## config.mk

```make
export PLATFORM = sky130hd
export DESIGN_NAME = bldc_commutator
export DESIGN_NICKNAME = d
export VERILOG_FILES = /design/src/rtl/bldc_pkg.sv /design/src/rtl/drive_mode_fsm.sv /design/src/rtl/hall_commutator.sv /design/src/rtl/phase_gate_fsm.sv /design/src/rtl/bldc_commutator.sv
export SDC_FILE = /design/constraint.sdc
export NUM_CORES = 1
export LEC_CHECK = 0
export ABC_AREA = 1
export BUFFER_PORTS_ARGS = -buffer_cell sky130_fd_sc_hd__buf_2
export CORE_MARGIN = 10
export CORE_UTILIZATION = 53
export CTS_CLUSTER_SIZE = 30
export DETAILED_ROUTE_END_ITERATION = 8
export PLACE_DENSITY = 0.76
export SLEW_MARGIN = 40
export SYNTH_ARGS = -nofsm -noshare
export SYNTH_HDL_FRONTEND = slang
export SYNTH_HIERARCHICAL = 1
export SYNTH_SLANG_ARGS = --single-unit
```

## constraint.sdc

```tcl
create_clock -name clk -period 1.5 [get_ports clk]
set_input_delay 0.075 -clock clk [delete_from_list [all_inputs] [get_ports clk]]
set_output_delay 0.075 -clock clk [all_outputs]
set_load 0.02 [all_outputs]
```

## src/rtl/bldc_pkg.sv

```systemverilog
package bldc_pkg;

    localparam int NUM_PH = 3;

    typedef enum logic [1:0] {
        MD_COAST = 2'd0,
        MD_BRAKE = 2'd1,
        MD_RUN   = 2'd2
    } drive_mode_e;

    typedef enum logic [1:0] {
        PH_OFF  = 2'd0,
        PH_HIGH = 2'd1,
        PH_LOW  = 2'd2,
        PH_DEAD = 2'd3
    } phase_st_e;

endpackage

```

## src/rtl/drive_mode_fsm.sv

```systemverilog
module drive_mode_fsm
    import bldc_pkg::*;
(
    input  logic        clk,
    input  logic        rst_n,
    input  logic        start_n,
    input  logic        brake_sel_n,
    output drive_mode_e mode
);

    drive_mode_e cur_q;
    drive_mode_e nxt;

    // state register
    always_ff @(posedge clk or negedge rst_n) begin
        if (!rst_n) cur_q <= MD_COAST;
        else        cur_q <= nxt;
    end

    // transitions
    always_comb begin
        nxt = cur_q;
        unique case (cur_q)
            MD_RUN: begin
                if (start_n) nxt = brake_sel_n ? MD_COAST : MD_BRAKE;
            end
            MD_COAST: begin
                if (!start_n)         nxt = MD_RUN;
                else if (!brake_sel_n) nxt = MD_BRAKE;
            end
            MD_BRAKE: begin
                if (!start_n)        nxt = MD_RUN;
                else if (brake_sel_n) nxt = MD_COAST;
            end
            default: nxt = MD_COAST;
        endcase
    end

    // outputs
    always_comb mode = cur_q;

endmodule

```

## src/rtl/hall_commutator.sv

```systemverilog
module hall_commutator
    import bldc_pkg::*;
(
    input  drive_mode_e        mode,
    input  logic [NUM_PH-1:0]  hall,
    input  logic               dir_rev,
    input  logic               pwm_on,
    output logic [NUM_PH-1:0]  want_hi,
    output logic [NUM_PH-1:0]  want_lo
);

    logic       code_ok;
    logic [1:0] fwd_src;
    logic [1:0] fwd_snk;
    logic [NUM_PH-1:0] src_vec;
    logic [NUM_PH-1:0] snk_vec;

    // six-step table, forward direction
    always_comb begin
        code_ok = 1'b1;
        fwd_src = 2'd0;
        fwd_snk = 2'd0;
        unique case (hall)
            3'b001: begin fwd_src = 2'd0; fwd_snk = 2'd1; end
            3'b011: begin fwd_src = 2'd0; fwd_snk = 2'd2; end
            3'b010: begin fwd_src = 2'd1; fwd_snk = 2'd2; end
            3'b110: begin fwd_src = 2'd1; fwd_snk = 2'd0; end
            3'b100: begin fwd_src = 2'd2; fwd_snk = 2'd0; end
            3'b101: begin fwd_src = 2'd2; fwd_snk = 2'd1; end
            default: code_ok = 1'b0;
        endcase
    end

    // reverse swaps source and sink
    always_comb begin
        if (dir_rev) begin
            src_vec = NUM_PH'(1) << fwd_snk;
            snk_vec = NUM_PH'(1) << fwd_src;
        end else begin
            src_vec = NUM_PH'(1) << fwd_src;
            snk_vec = NUM_PH'(1) << fwd_snk;
        end
    end

    // request per phase from the drive mode
    always_comb begin
        want_hi = '0;
        want_lo = '0;
        unique case (mode)
            MD_RUN: begin
                if (code_ok) begin
                    want_hi = pwm_on ? src_vec : '0;
                    want_lo = snk_vec | (pwm_on ? '0 : src_vec);
                end
            end
            MD_BRAKE: want_lo = '1;
            MD_COAST: ;
            default: ;
        endcase
    end

endmodule

```

## src/rtl/phase_gate_fsm.sv

```systemverilog
module phase_gate_fsm
    import bldc_pkg::*;
#(
    parameter int DEAD_CYCLES = 4
) (
    input  logic clk,
    input  logic rst_n,
    input  logic want_hi,
    input  logic want_lo,
    output logic hi_on,
    output logic lo_on
);

    localparam int CW = (DEAD_CYCLES < 2) ? 1 : $clog2(DEAD_CYCLES + 1);
    localparam logic [CW-1:0] LOAD = CW'(DEAD_CYCLES - 1);

    phase_st_e st_q, st_d;
    logic [CW-1:0] cnt_q, cnt_d;

    // state register
    always_ff @(posedge clk or negedge rst_n) begin
        if (!rst_n) begin
            st_q  <= PH_OFF;
            cnt_q <= '0;
        end else begin
            st_q  <= st_d;
            cnt_q <= cnt_d;
        end
    end

    // transitions
    always_comb begin
        st_d  = st_q;
        cnt_d = cnt_q;
        unique case (st_q)
            PH_OFF: begin
                if (want_hi)      st_d = PH_HIGH;
                else if (want_lo) st_d = PH_LOW;
            end
            PH_HIGH: begin
                if (!want_hi) begin
                    st_d  = PH_DEAD;
                    cnt_d = LOAD;
                end
            end
            PH_LOW: begin
                if (!want_lo) begin
                    st_d  = PH_DEAD;
                    cnt_d = LOAD;
                end
            end
            PH_DEAD: begin
                if (cnt_q == '0) begin
                    if (want_hi)      st_d = PH_HIGH;
                    else if (want_lo) st_d = PH_LOW;
                    else              st_d = PH_OFF;
                end else begin
                    cnt_d = cnt_q - 1'b1;
                end
            end
            default: st_d = PH_OFF;
        endcase
    end

    // outputs
    always_comb begin
        hi_on = 1'b0;
        lo_on = 1'b0;
        unique case (st_q)
            PH_HIGH: hi_on = 1'b1;
            PH_LOW:  lo_on = 1'b1;
            PH_OFF, PH_DEAD: ;
            default: ;
        endcase
    end

endmodule

```

## src/rtl/bldc_commutator.sv

```systemverilog
module bldc_commutator
    import bldc_pkg::*;
#(
    parameter int DEAD_CYCLES = 4
) (
    input  logic              clk,
    input  logic              rst_n,
    input  logic [NUM_PH-1:0] hall,
    input  logic              dir_rev,
    input  logic              start_n,
    input  logic              brake_sel_n,
    input  logic              pwm_on,
    input  logic              hs_kill,
    output logic [NUM_PH-1:0] gate_hi,
    output logic [NUM_PH-1:0] gate_lo,
    output logic              hall_bias
);

    drive_mode_e       mode;
    logic [NUM_PH-1:0] want_hi, want_lo;
    logic [NUM_PH-1:0] hi_raw;

    drive_mode_fsm u_mode (
        .clk         (clk),
        .rst_n       (rst_n),
        .start_n     (start_n),
        .brake_sel_n (brake_sel_n),
        .mode        (mode)
    );

    hall_commutator u_comm (
        .mode    (mode),
        .hall    (hall),
        .dir_rev (dir_rev),
        .pwm_on  (pwm_on),
        .want_hi (want_hi),
        .want_lo (want_lo)
    );

    for (genvar p = 0; p < NUM_PH; p++) begin : g_phase
        phase_gate_fsm #(.DEAD_CYCLES(DEAD_CYCLES)) u_gate (
            .clk     (clk),
            .rst_n   (rst_n),
            .want_hi (want_hi[p]),
            .want_lo (want_lo[p]),
            .hi_on   (hi_raw[p]),
            .lo_on   (gate_lo[p])
        );
    end

    assign gate_hi   = hi_raw & ~{NUM_PH{hs_kill}};
    assign hall_bias = (mode == MD_RUN);

endmodule

```

; After elaboration in Yosys (flattened, before gate mapping)
; Index checks and enable logic that the tools add are counted.
[op_classes]
n_addsub = 3
eq_ne = 35
n_shift = 2
mux = 60
n_bitwise = 3
n_reduce_logical = 22
[ops]
columns = operator, count
row1 = $mux W2, 26
row2 = $mux W3, 16
row3 = $pmux W3 S3, 3
row4 = $pmux W2 S4, 3
row5 = $reduce_and A4 Y1, 6
row6 = $ne A2 B2 Y1 const B, 10
row7 = $ne A3 B3 Y1 const B, 5
row8 = $eq A2 B2 Y1 const B, 7
row9 = $eq A3 B3 Y1 const B, 3
row10 = $logic_not A3 Y1, 3
row11 = $reduce_bool A3 Y1, 3
row12 = $sub A3 B1 Y3 const B, 3
row13 = $eq A2 B1 Y1 const B, 4
row14 = $logic_not A2 Y1, 4
row15 = $mux W1, 8
row16 = $pmux W2 S2, 2
row17 = $reduce_or A2 Y1, 4
row18 = $eq A3 B2 Y1 const B, 2
row19 = $ne A2 B1 Y1 const B, 3
row20 = $pmux W2 S3, 1
row21 = $pmux W3 S2, 1
row22 = $reduce_or A6 Y1, 1
row23 = $shl A1 B2 Y3 const A, 2
row24 = $and A3 B3 Y3, 1
row25 = other kinds (4), 4
[totals]
regBits = 17
inputBits = 10
output_inout_bits = 7
word_cells = 132

; Longest topological paths before layout
; Gate-level depths: netlist of the first run.
[depth]
ltp_word = 13
mapped_depth = 12
depth_no_buf = 12

; Cells and area by module
; Netlist of the first run, hierarchy kept.
[modules_own_cells]
columns = module, n_inst, cells_per_inst, area_each_um2, seq_area_each_um2
row1 = phase_gate_fsm, 3, 62, 449.2, 125.1
row2 = hall_commutator, 1, 45, 206.4, 0.0
row3 = drive_mode_fsm, 1, 8, 72.6, 50.0
row4 = bldc_commutator, 1, 8, 30.0, 0.0

; Least setup slack after synthesis of the first run
; Ideal clock, no wire load.
[synth_path]
path_kind = register to register
startpoint = register u_mode.cur_q[0] (netlist: u_mode/mode[0])
endpoint = register g_phase[0].u_gate.st_q[0]
setup_ps = 116
arrival_ps = 1514
t_required_ps = 1384
path_slack_ps = -131
stages_incl_launch_ff = 12
n_path_buf = 0
synth_period_minus_slack_ps = 1631
cell_sequence = dfrtp_1 > inv_1 > ha_1 > nand2_1 > nor2_2 > nand2_1 > a21oi_1 > nand2_2 > nand3_1 > nor2_4 > nand2_1 > nand2_1
[synth_via]
elab_chain_cells = 5
word_cells_on_any_way = 12
classes_between = eq/ne (5) / mux (6) / reduce/logical (1)
[synth_lines]
columns = item, line_no
row1 = start: declaration, drive_mode_fsm.sv:11  ; drive_mode_e cur_q;
row2 = start signal: assignment, drive_mode_fsm.sv:17  ; else cur_q <= nxt;
row3 = $eq A2 B2 Y1 *, hall_commutator.sv:49  ; unique case (mode)
row4 = $mux W3 *, hall_commutator.sv:49
row5 = net want_hi[0], bldc_commutator.sv:20  ; logic [NUM_PH-1:0] want_hi, want_lo;
row6 = $mux W2, phase_gate_fsm.sv:54  ; if (want_hi) st_d = PH_HIGH;
row7 = $mux W2, phase_gate_fsm.sv:53  ; if (cnt_q == '0) begin
row8 = $pmux W2 S4, phase_gate_fsm.sv:35  ; unique case (st_q)
row9 = end signal: assignment, phase_gate_fsm.sv:26  ; st_q <= st_d;
row10 = end: declaration, phase_gate_fsm.sv:17  ; phase_st_e st_q, st_d;
; The timed path passes the listed nets; every way through them passes the cells marked *. The select of a mux whose other input is x is not followed.
; A chain may end at the register's enable or synchronous reset.

; Final worst setup path of the first run
[layout_path]
startpoint = register u_mode.cur_q[0] (netlist: u_mode/mode[0])
endpoint = register g_phase[0].u_gate.st_q[0]
[layout_via]
word_cells_on_any_way = 12
classes_between = eq/ne (5) / mux (6) / reduce/logical (1)
[layout_rtl]
columns = item, line_no
row1 = $eq A2 B1 Y1 / $eq A2 B2 Y1 (equally long branches), hall_commutator.sv:49
row2 = $pmux W3 S2 *, hall_commutator.sv:49
row3 = net want_lo[0], bldc_commutator.sv:20
row4 = $ne A3 B3 Y1 (no line) / $ne A2 B2 Y1 (equally long branches), -
row5 = $reduce_and A4 Y1 (no line) *, -
; Marks and branches as above.

==> impl_metrics.ini, run 1 <==
[outcome]
status = finished, violations left
failing_checks = setup timing

[die]
initial_core_utilization = 0.5471
fp.dieH_um = 75.91
core-area_um2 = 3028
die_span_in_x_um = 75.91
num_rows = 20
io_pins = 17
floorplan.die_area_um2 = 5762

[cells_and_area]
drive_above_1_share = 0.2518
nets = 315
antenna_cells = 0
layout-area-overhead-vs-synth_pct = 19.34

[timing]
relSlewSlack = 0.7285
finalMaxSlewViolations = 0
grt_setup_unrepaired = true
worstMarginPinSlew_ps = 404.2
setup_viol = 11
worst_skew_ps = 3.501
final-hold-violation-count = 0
timing.fmax_ghz = 0.6419
totalNegativeSetupSlack_ps = -384.0
worst_slack_ps = -57.79
period_share = 1.039
min_period_ps = 1558

[clock_network]
clock_path_buffers = 2
insertion_delay_ps = 290
path_clk_slew_ps = 100
cts-htree-levels = 1
cts_made_buffers = 3
numClockSinks = 17
cts.root.buffer_cell = sky130_fd_sc_hd__clkbuf_4
cts_tree = yes

[pwr]
seq_power_share = 0.237
power.density_cell_area_nw_per_um2 = 1689
switching_power_mw = 1.671
total_power_mw = 3.339
combinationalPowerShare = 0.689
irDropWorstVdd_v = 0.001038
power_frac_clock = 0.074
total_leakage_power_nw = 1.114
switching_share_of_total_power = 0.5006
intPower_mw = 1.667

[logic_synthesis]
syn_nets = 283
synth.lib_cells_used.distinct = 15
syn_inst = 247
synth_area_per_cell_um2 = 6.707
synth.ff_latch_count = 17
mappedNetlistArea_um2 = 1657
synth_sequential_area_ratio = 0.2568
synth_warnings = 6

[global_route]
wire_length_of_the_first_global_routing_pass_um = 5575
vias_in_the_first_global_route = 1437
track_usage = 0.1100
antenna_found_initial = 0
overflow_left_after_global_routing = 0
grt_start_max_net_pins = 18

[critical_path]
sort_of_element_at_the_end_of_the_critical_path = register
crit_path_max_incr_delay_ps = 390
crit_type = reg -> reg
critical-path-slowest-cell = sky130_fd_sc_hd__dfrtp_1
cp_common_cell = sky130_fd_sc_hd__nand2_1
worstPathCellList = inv_1, ha_2, nand2_2, nor2_4, nand2_1, a21oi_2, nand2_2, nand2_4, nor2_2, nand2_1, nand2_1, nand2_1
critical_path_required_ps = 1740
worst_path_fanout_max = 3
critPathArrivalTime_ps = 1790
worst_path_dominant_cell_family = simple AND/OR/NAND/NOR gates
path_buf_inv = 1
startpoint_type = register
worst-r2r-setup-slack_ps = -60

[placement]
place.port_buffers = 16
routabilityCongestion = 0.8599
dp_hpwl_um = 2655

[routing]
drt-met1-wl_um = 1447
top_layer_used = met4
drt_drc_violations_left = 0
count_of_antenna_violating_nets_left_after_detailed_routing = 0
routed-wl-met2_um = 1630
vias = 1473
average_wire_length_per_cell_after_detail_routing_um = 9.935
viasPerCell = 4.575
detailedRoute.firstIterationViolations = 39
totalWireLength_um = 3199
drt-pass1-iter-count = 5
dr_wl_met3_um = 77

[flow_run]
max_cap_viol_count = 0

[min_path]
hold_path.class = in -> async
[area by class of cell]
cell class	instances	area [um^2]
Sequential cell	17	426.7
Fill cell	284	1051
Inverter	47	176.4
Clock buffer	4	26.28
Multi-Input combinational cell	183	1122
Tap cell	44	55.05
Timing Repair Buffer	27	170.2
[cells by family after synthesis]
family | synth area share
compound gates | 0.06948
simple gates | 0.3708
fa+ha+maj | 0.1964
flops | 0.2568
buf+inv | 0.1065
[synth_stat cells]
master	number	area, um^2
sky130_fd_sc_hd__a21oi_1	7	35.03
sky130_fd_sc_hd__dfrtp_1	17	425.4
sky130_fd_sc_hd__ha_1	26	325.3
sky130_fd_sc_hd__inv_1	42	157.7
sky130_fd_sc_hd__inv_2	5	18.77
sky130_fd_sc_hd__nand2_1	81	304.0
sky130_fd_sc_hd__nand2_2	6	37.54
sky130_fd_sc_hd__nand2_4	3	33.78
sky130_fd_sc_hd__nand3_1	8	40.04
sky130_fd_sc_hd__nor2_1	22	82.58
sky130_fd_sc_hd__nor2_2	7	43.79
sky130_fd_sc_hd__nor2_4	6	67.56
sky130_fd_sc_hd__nor3_1	1	5.000
sky130_fd_sc_hd__o21ai_0	5	25.02
sky130_fd_sc_hd__o21ai_1	11	55.05
[through the flow]
step	util	worst slack [ps]	std cells	hold WS (ps)	area (um^2)
floorplan	-	-3.568	247	-220.6	1689
global placement	0.6149	-37.25	312	27.69	1862
detailed placement	0.6149	-62.31	312	27.69	1862
CTS	0.6335	-79.82	319	236.9	1918
global route	0.6529	-185.1	322	271.0	1977
finish	0.6529	-57.79	322	245.7	1977
[worst reg2reg max path: cells and delay by family (launching register included)]
family	cells	cell delay, ps
AO/OA/AOI/OAI	1	190
adder cells (fa/ha/maj)	1	190
flip-flops	1	390
AND/OR/NAND/NOR	9	690
buffers and inverters	1	60
[timing repair]
action                     4_1_cts  5_1_grt
setup endpoints to repair       15       18
setup buffers                    0        3
resized for setup                0       11
cloned                           0        0
hold endpoints to repair        19        0
hold buffers                     3        0
pin swaps                        2        2
[metal layers]
layer  GRT usage  vias up
li1            -      805
met1      0.1186      647
met2      0.2024       15
met3     0.02712        6
met4     0.03598        0
met5           0        -
[power groups by stage]
stage | clock [mW] | sequential, mW | combinational (mW)
3_3_place_gp | 0 | 0.805 | 2.17
2_1_floorplan | 0 | 0.773 | 1.79
6_report | 0.248 | 0.790 | 2.30
3_5_place_dp | 0 | 0.818 | 2.19
4_1_cts | 0.264 | 0.807 | 2.21
5_1_grt | 0.281 | 0.814 | 2.69
[layout by cell type (no fill, tap or decap), types with 2 or more instances in the layout]
cell type	Yosys	layout
sky130_fd_sc_hd__nand2_1	81	77
sky130_fd_sc_hd__nand3_2	0	2
sky130_fd_sc_hd__nor2_4	6	8
sky130_fd_sc_hd__ha_1	26	24
sky130_fd_sc_hd__buf_4	0	8
sky130_fd_sc_hd__buf_2	0	16
sky130_fd_sc_hd__dfrtp_1	17	16
sky130_fd_sc_hd__a21oi_1	7	4
sky130_fd_sc_hd__dlygate4sd3_1	0	3
sky130_fd_sc_hd__inv_1	42	41
sky130_fd_sc_hd__inv_2	5	6
sky130_fd_sc_hd__a21oi_2	0	2
sky130_fd_sc_hd__nor2_1	22	20
sky130_fd_sc_hd__nand2_4	3	4
sky130_fd_sc_hd__o21ai_0	5	5
sky130_fd_sc_hd__o21ai_1	11	10
sky130_fd_sc_hd__clkbuf_4	0	3
sky130_fd_sc_hd__nand3_1	8	6
sky130_fd_sc_hd__nand2_2	6	9
sky130_fd_sc_hd__nor2_2	7	7
sky130_fd_sc_hd__ha_2	0	2
[path summary, 6_finish.rpt]
kind	startpoint	end	cells past startpoint
hold / removal	rst_n	u_mode/mode[0]	2
setup / recovery	u_mode/mode[0]	g_phase[0].u_gate/st_q[0]	12
setup reg to reg	u_mode/mode[0]	g_phase[0].u_gate/st_q[0]	12
max in group asynchronous	rst_n	g_phase[1].u_gate/st_q[1]	2
min in group clk	pwm_on	g_phase[1].u_gate/st_q[0]	7
hold reg to reg	g_phase[0].u_gate/cnt_q[0]	g_phase[0].u_gate/cnt_q[0]	2
[state kept, by name, summed over array words and instances (netlist names)]
signal and cells:
u_mode/mode 2, g_phase.u_gate/cnt_q 9, g_phase.u_gate/st_q 6
No activity file was read; power rests on OpenSTA's default activity.
==> run 2, diff against run 1 <==
- REMOVE_ABC_BUFFERS: not set -> 1
==> run 2 against run 1 <==
Effect of this change: the run still ends with setup timing left; worst setup slack worse by 67 ps; register-to-register slack worse by 70 ps; total power up 5.2%; critical path depth decreased by 1; final cell count grew 1.2%; global-route usage is 0.89 points higher; highest routed layer unchanged.
==> impl_metrics.ini, run 2 (same netlist as run 1, synthesis figures left out) <==
[critical_path]
crit_type = reg -> reg
worst_path_fanout_max = 5
crit_path_max_incr_delay_ps = 400
startpoint_type = register
path_buf_inv = 2
critical_path_required_ps = 1750
critPathArrivalTime_ps = 1870
worst_path_dominant_cell_family = simple AND/OR/NAND/NOR gates
sort_of_element_at_the_end_of_the_critical_path = register
worstPathCellList = inv_1, ha_2, nand2_2, nor2_4, nand2_4, a21oi_4, buf_6, nand2_1, a21oi_2, nand2_2, nand2_1
critical-path-slowest-cell = sky130_fd_sc_hd__dfrtp_1

[global_route]
vias_in_the_first_global_route = 1472
grt_start_max_net_pins = 18
overflow_left_after_global_routing = 0
track_usage = 0.1188
antenna_found_initial = 0
wire_length_of_the_first_global_routing_pass_um = 5961

[cells_and_area]
antenna_cells = 0
max_flop_register = g_phase.u_gate/cnt_q
layout-area-overhead-vs-synth_pct = 26.74
drive_above_1_share = 0.2943
largest_reg_flops = 9
layout.cells.most_common = sky130_fd_sc_hd__nand2_1
nets = 319
final_cell_count_no_fill = 326
finish.instance_area_um2 = 2100
fillers = 250
layout.core_utilization = 0.6934
layout_common_cells = sky130_fd_sc_hd__nand2_1 (72), sky130_fd_sc_hd__inv_1 (41), sky130_fd_sc_hd__ha_1 (22)

[placement]
dpl.cell_count = 314
dp_hpwl_um = 2623
place.port_buffers = 16
placedInstanceArea_um2 = 1844
routabilityCongestion = 0.8927

[clock_network]
cts.root.buffer_cell = sky130_fd_sc_hd__clkbuf_4
path_clk_slew_ps = 110
insertion_delay_ps = 300
numClockSinks = 17
cts-htree-levels = 1
clock_path_buffers = 2
cts_tree = yes
cts_made_buffers = 3

[flow_run]
max_cap_viol_count = 0

[timing]
relSlewSlack = 0.7357
worst_slack_ps = -124.5
setup_viol = 15
worstMarginPinSlew_ps = 393.4
min_period_ps = 1624
grt_setup_unrepaired = true
period_share = 1.083
timing.fmax_ghz = 0.6156
worst_skew_ps = 8.681
finalMaxSlewViolations = 0
final-hold-violation-count = 0

[die]
initial_core_utilization = 0.5471
core-area_um2 = 3028
floorplan.die_area_um2 = 5762
io_pins = 17
num_rows = 20
fp.dieH_um = 75.91
die_span_in_x_um = 75.91

[routing]
vias = 1509
totalWireLength_um = 3527
count_of_antenna_violating_nets_left_after_detailed_routing = 0
average_wire_length_per_cell_after_detail_routing_um = 10.82
viasPerCell = 4.629
drt_drc_violations_left = 0
detailedRoute.firstIterationViolations = 52
drt-pass1-iter-count = 4

[pwr]
irDropWorstVdd_v = 0.001111
intPower_mw = 1.727
total_leakage_power_nw = 1.165
switching_power_mw = 1.787
power_frac_clock = 0.073
seq_power_share = 0.230
power.density_cell_area_nw_per_um2 = 1674
switching_share_of_total_power = 0.5085
combinationalPowerShare = 0.696

[min_path]
hold_path.class = in -> async

[outcome]
status = finished, violations left
failing_checks = setup timing
-- run 2: per-layer routing --
metal	part of all wire	wire length, um	global-route usage
met1	0.43	1505	0.1265
met2	0.54	1901	0.2194
met3	0.023	80	0.02712
met4	0.011	40	0.04545
met5	0	0	0
-- run 2: final cells by class --
type	count	area, um^2	share of cell area
clock buffer	3	22.52	0.01073
clock inverter	1	5.005	0.002384
inverter	47	181.4	0.08641
multi-input combinational	183	1199	0.5709
sequential	17	426.7	0.2032
tap	44	55.05	0.02622
timing repair buffer	31	210.2	0.1001
-- run 2: repair_timing --
action                     4_1_cts  5_1_grt
resized for setup               15       26
pin swaps                        6       12
hold buffers                     3        0
setup endpoints to repair       15       18
buffers inserted                 0        5
gates cloned                     0        0
hold endpoints to repair        19        0
-- run 2: power groups by stage --
| stage | clock (mW) | sequential (mW) | combinational, mW |
|---|---|---|---|
| after floorplan | 0 | 0.773 | 1.77 |
| after global placement | 0 | 0.811 | 2.13 |
| after detailed placement | 0 | 0.819 | 2.18 |
| after CTS | 0.271 | 0.809 | 2.24 |
| after global routing | 0.287 | 0.843 | 2.84 |
| final | 0.258 | 0.809 | 2.45 |
-- run 2: per-stage QoR --
stage / setup TNS (ps) / power, mW / setup WS [ps] / hold slack, ps
after floorplan: -1132 / 2.545 / -130.7 / -220.6
after global placement: -477.8 / 2.940 / -49.44 / 17.52
after detailed placement: -954.2 / 2.999 / -91.01 / 19.82
after CTS: -472.8 / 3.315 / -54.70 / 221.1
after global routing: -2874 / 3.966 / -245.6 / 243.1
final: -1058 / 3.514 / -124.5 / 215.2
-- run 2: worst paths after layout --
check | start | end | slack (ps) | cells past startpoint
max | u_mode/mode[0] | g_phase[0].u_gate/st_q[0] | -120 | 11
max reg2reg | u_mode/mode[0] | g_phase[0].u_gate/st_q[0] | -120 | 11
min in group clk | pwm_on | g_phase[1].u_gate/st_q[0] | 400 | 8
min reg2reg | g_phase[2].u_gate/cnt_q[0] | g_phase[2].u_gate/cnt_q[0] | 520 | 2
max in group asynchronous | rst_n | g_phase[0].u_gate/st_q[1] | 980 | 2
min | rst_n | g_phase[1].u_gate/cnt_q[1] | 220 | 2
==> run 3, diff against run 2 <==
- CAP_MARGIN: not set -> 30
- CORE_UTILIZATION: 53 -> 49
- PLACE_DENSITY: 0.76 -> 0.71
==> run 3 against run 2 <==
Effect of this change: the flow still finishes with violations (setup timing); clock power fell by 5%; via count is 1.3% lower; routed wire length shrank 6.8%; total power decreased by 4.7%; sequential share of layout area rose by 1.1 points; utilization decreased by 9.1 points; sequential power is 1% lower; global-route usage down 0.87 points; hold slack lost 190 ps; die area rose by 6.0%; flip-flop and latch count did not move; first-iteration DRC count is 13% lower.
==> impl_metrics.ini, run 3 (same netlist as run 1, synthesis figures left out) <==
[routing]
average_wire_length_per_cell_after_detail_routing_um = 10.17
dr_wl_met3_um = 110
top_layer_used = met4
drt-pass1-iter-count = 4
count_of_antenna_violating_nets_left_after_detailed_routing = 0
totalWireLength_um = 3286
vias = 1490
viasPerCell = 4.613
routed-wl-met2_um = 1699
drt_drc_violations_left = 0
detailedRoute.firstIterationViolations = 45
drt-met1-wl_um = 1462

[clock_network]
cts-htree-levels = 1
numClockSinks = 17
insertion_delay_ps = 290
path_clk_slew_ps = 100
cts_made_buffers = 3
cts_tree = yes
clock_path_buffers = 2
cts.root.buffer_cell = sky130_fd_sc_hd__clkbuf_4

[pwr]
seq_power_share = 0.239
switching_power_mw = 1.692
power_frac_clock = 0.073
irDropWorstVdd_v = 0.0007201
total_leakage_power_nw = 1.140
total_power_mw = 3.347
combinationalPowerShare = 0.688
power.density_cell_area_nw_per_um2 = 1678
intPower_mw = 1.655
switching_share_of_total_power = 0.5055

[critical_path]
path_buf_inv = 1
critical-path-slowest-cell = sky130_fd_sc_hd__dfrtp_1
worst_path_dominant_cell_family = simple AND/OR/NAND/NOR gates
critical_path_required_ps = 1740
crit_path_max_incr_delay_ps = 380
critPathArrivalTime_ps = 1840
sort_of_element_at_the_end_of_the_critical_path = register
worst_path_fanout_max = 3
startpoint_type = register
crit_type = reg -> reg
worstPathCellList = inv_1, ha_2, nand2_2, nor2_4, nand2_2, a21oi_4, nand2_2, nand2_4, nor2_2, nand2_1, nand2_1, nand2_1

[cells_and_area]
drive_above_1_share = 0.2671
largest_reg_flops = 9
layout_common_cells = sky130_fd_sc_hd__nand2_1 (77), sky130_fd_sc_hd__inv_1 (42), sky130_fd_sc_hd__ha_1 (23)
max_flop_register = g_phase.u_gate/cnt_q
layout.cells.most_common = sky130_fd_sc_hd__nand2_1
layout.core_utilization = 0.6024
antenna_cells = 0
nets = 314
finish.instance_area_um2 = 1994
layout-area-overhead-vs-synth_pct = 20.39

[outcome]
status = finished, violations left
failing_checks = setup timing

[die]
num_rows = 21
die_span_in_x_um = 78.15
fp.dieH_um = 78.15
io_pins = 17
floorplan.die_area_um2 = 6107
core-area_um2 = 3311
initial_core_utilization = 0.5004

[timing]
grt_setup_unrepaired = true
setup_viol = 14
relSlewSlack = 0.7408
timing.fmax_ghz = 0.6260
period_share = 1.065
final-hold-violation-count = 0
min_period_ps = 1597
finalMaxSlewViolations = 0
worst_skew_ps = 9.988
worst_slack_ps = -97.37
hold_slack_ps = 24.73
worstMarginPinSlew_ps = 388.8

[placement]
dp_hpwl_um = 2698
routabilityCongestion = 0.8400
setup_ws_pre_cts_ps = -160.8
place.port_buffers = 16
placedInstanceArea_um2 = 1839

[min_path]
hold_path.class = in -> reg

[flow_run]
max_cap_viol_count = 0

[global_route]
antenna_found_initial = 0
vias_in_the_first_global_route = 1394
wire_length_of_the_first_global_routing_pass_um = 5720
overflow_left_after_global_routing = 0
track_usage = 0.1101
grt_start_max_net_pins = 18
==> run 3: cell types whose count changed in the layout (fill, tap and decap cells not counted), moves of 3 or more <==
cell,previous run,this run
sky130_fd_sc_hd__nor2_2,7,10
sky130_fd_sc_hd__nand2_2,12,7
sky130_fd_sc_hd__nand2_1,72,77
sky130_fd_sc_hd__a21oi_4,4,1
sky130_fd_sc_hd__buf_4,11,6
==> run 3: repair_timing <==
| item | CTS | global route |
|---|---|---|
| setup endpoints to repair | 15 | 18 |
| hold buffers | 2 | 0 |
| setup buffers | 0 | 2 |
| hold endpoints to repair | 18 | 0 |
| pin swaps | 9 | 8 |
| gates resized for setup | 16 | 10 |
==> run 3: layout make-up <==
class / instances / area (um^2)
Multi-Input combinational cell: 183 / 1139
Sequential cell: 17 / 426.7
Clock buffer: 3 / 22.52
Timing Repair Buffer: 26 / 167.7
Tap cell: 46 / 57.56
Fill cell: 343 / 1316
Clock inverter: 1 / 5.005
Inverter: 47 / 176.4
==> run 3: final timing paths <==
check / from / endpoint / slack (ps) / cells after the start
worst min-delay path: brake_sel_n / u_mode/mode[0] / 20 / 4
worst max register to register: u_mode/mode[0] / g_phase[0].u_gate/st_q[0] / -100 / 12
worst max-delay path: u_mode/mode[0] / g_phase[0].u_gate/st_q[0] / -100 / 12
min in group asynchronous: rst_n / g_phase[0].u_gate/cnt_q[2] / 220 / 2
worst min register to register: g_phase[0].u_gate/cnt_q[0] / g_phase[0].u_gate/cnt_q[0] / 530 / 2
max in group asynchronous: rst_n / g_phase[2].u_gate/st_q[1] / 970 / 2
==> run 3: through the flow <==
stage	instances	TNS (ps)
2_1_floorplan	247	-1132
3_3_place_gp	315	-733.6
3_5_place_dp	315	-1400
4_1_cts	321	-510.4
5_1_grt	323	-2875
6_report	323	-616.1
==> run 3: power groups by stage <==
stage	clock network, mW	registers [mW]	logic [mW]
5_1_grt	0.275	0.836	2.67
3_5_place_dp	0	0.811	2.20
4_1_cts	0.257	0.804	2.25
3_3_place_gp	0	0.808	2.14
2_1_floorplan	0	0.773	1.77
6_report	0.244	0.801	2.30
==> run 3: tightest hold or removal path, delay by kind of cell <==
family	cells	cell delay, ps
simple gates	2	110
buf+inv	2	100
==> run 3: per-layer routing <==
layer,track usage,vias up
met5,0,-
met4,0.01613,0
met3,0.03531,2
met2,0.2007,18
met1,0.1241,667
li1,-,803
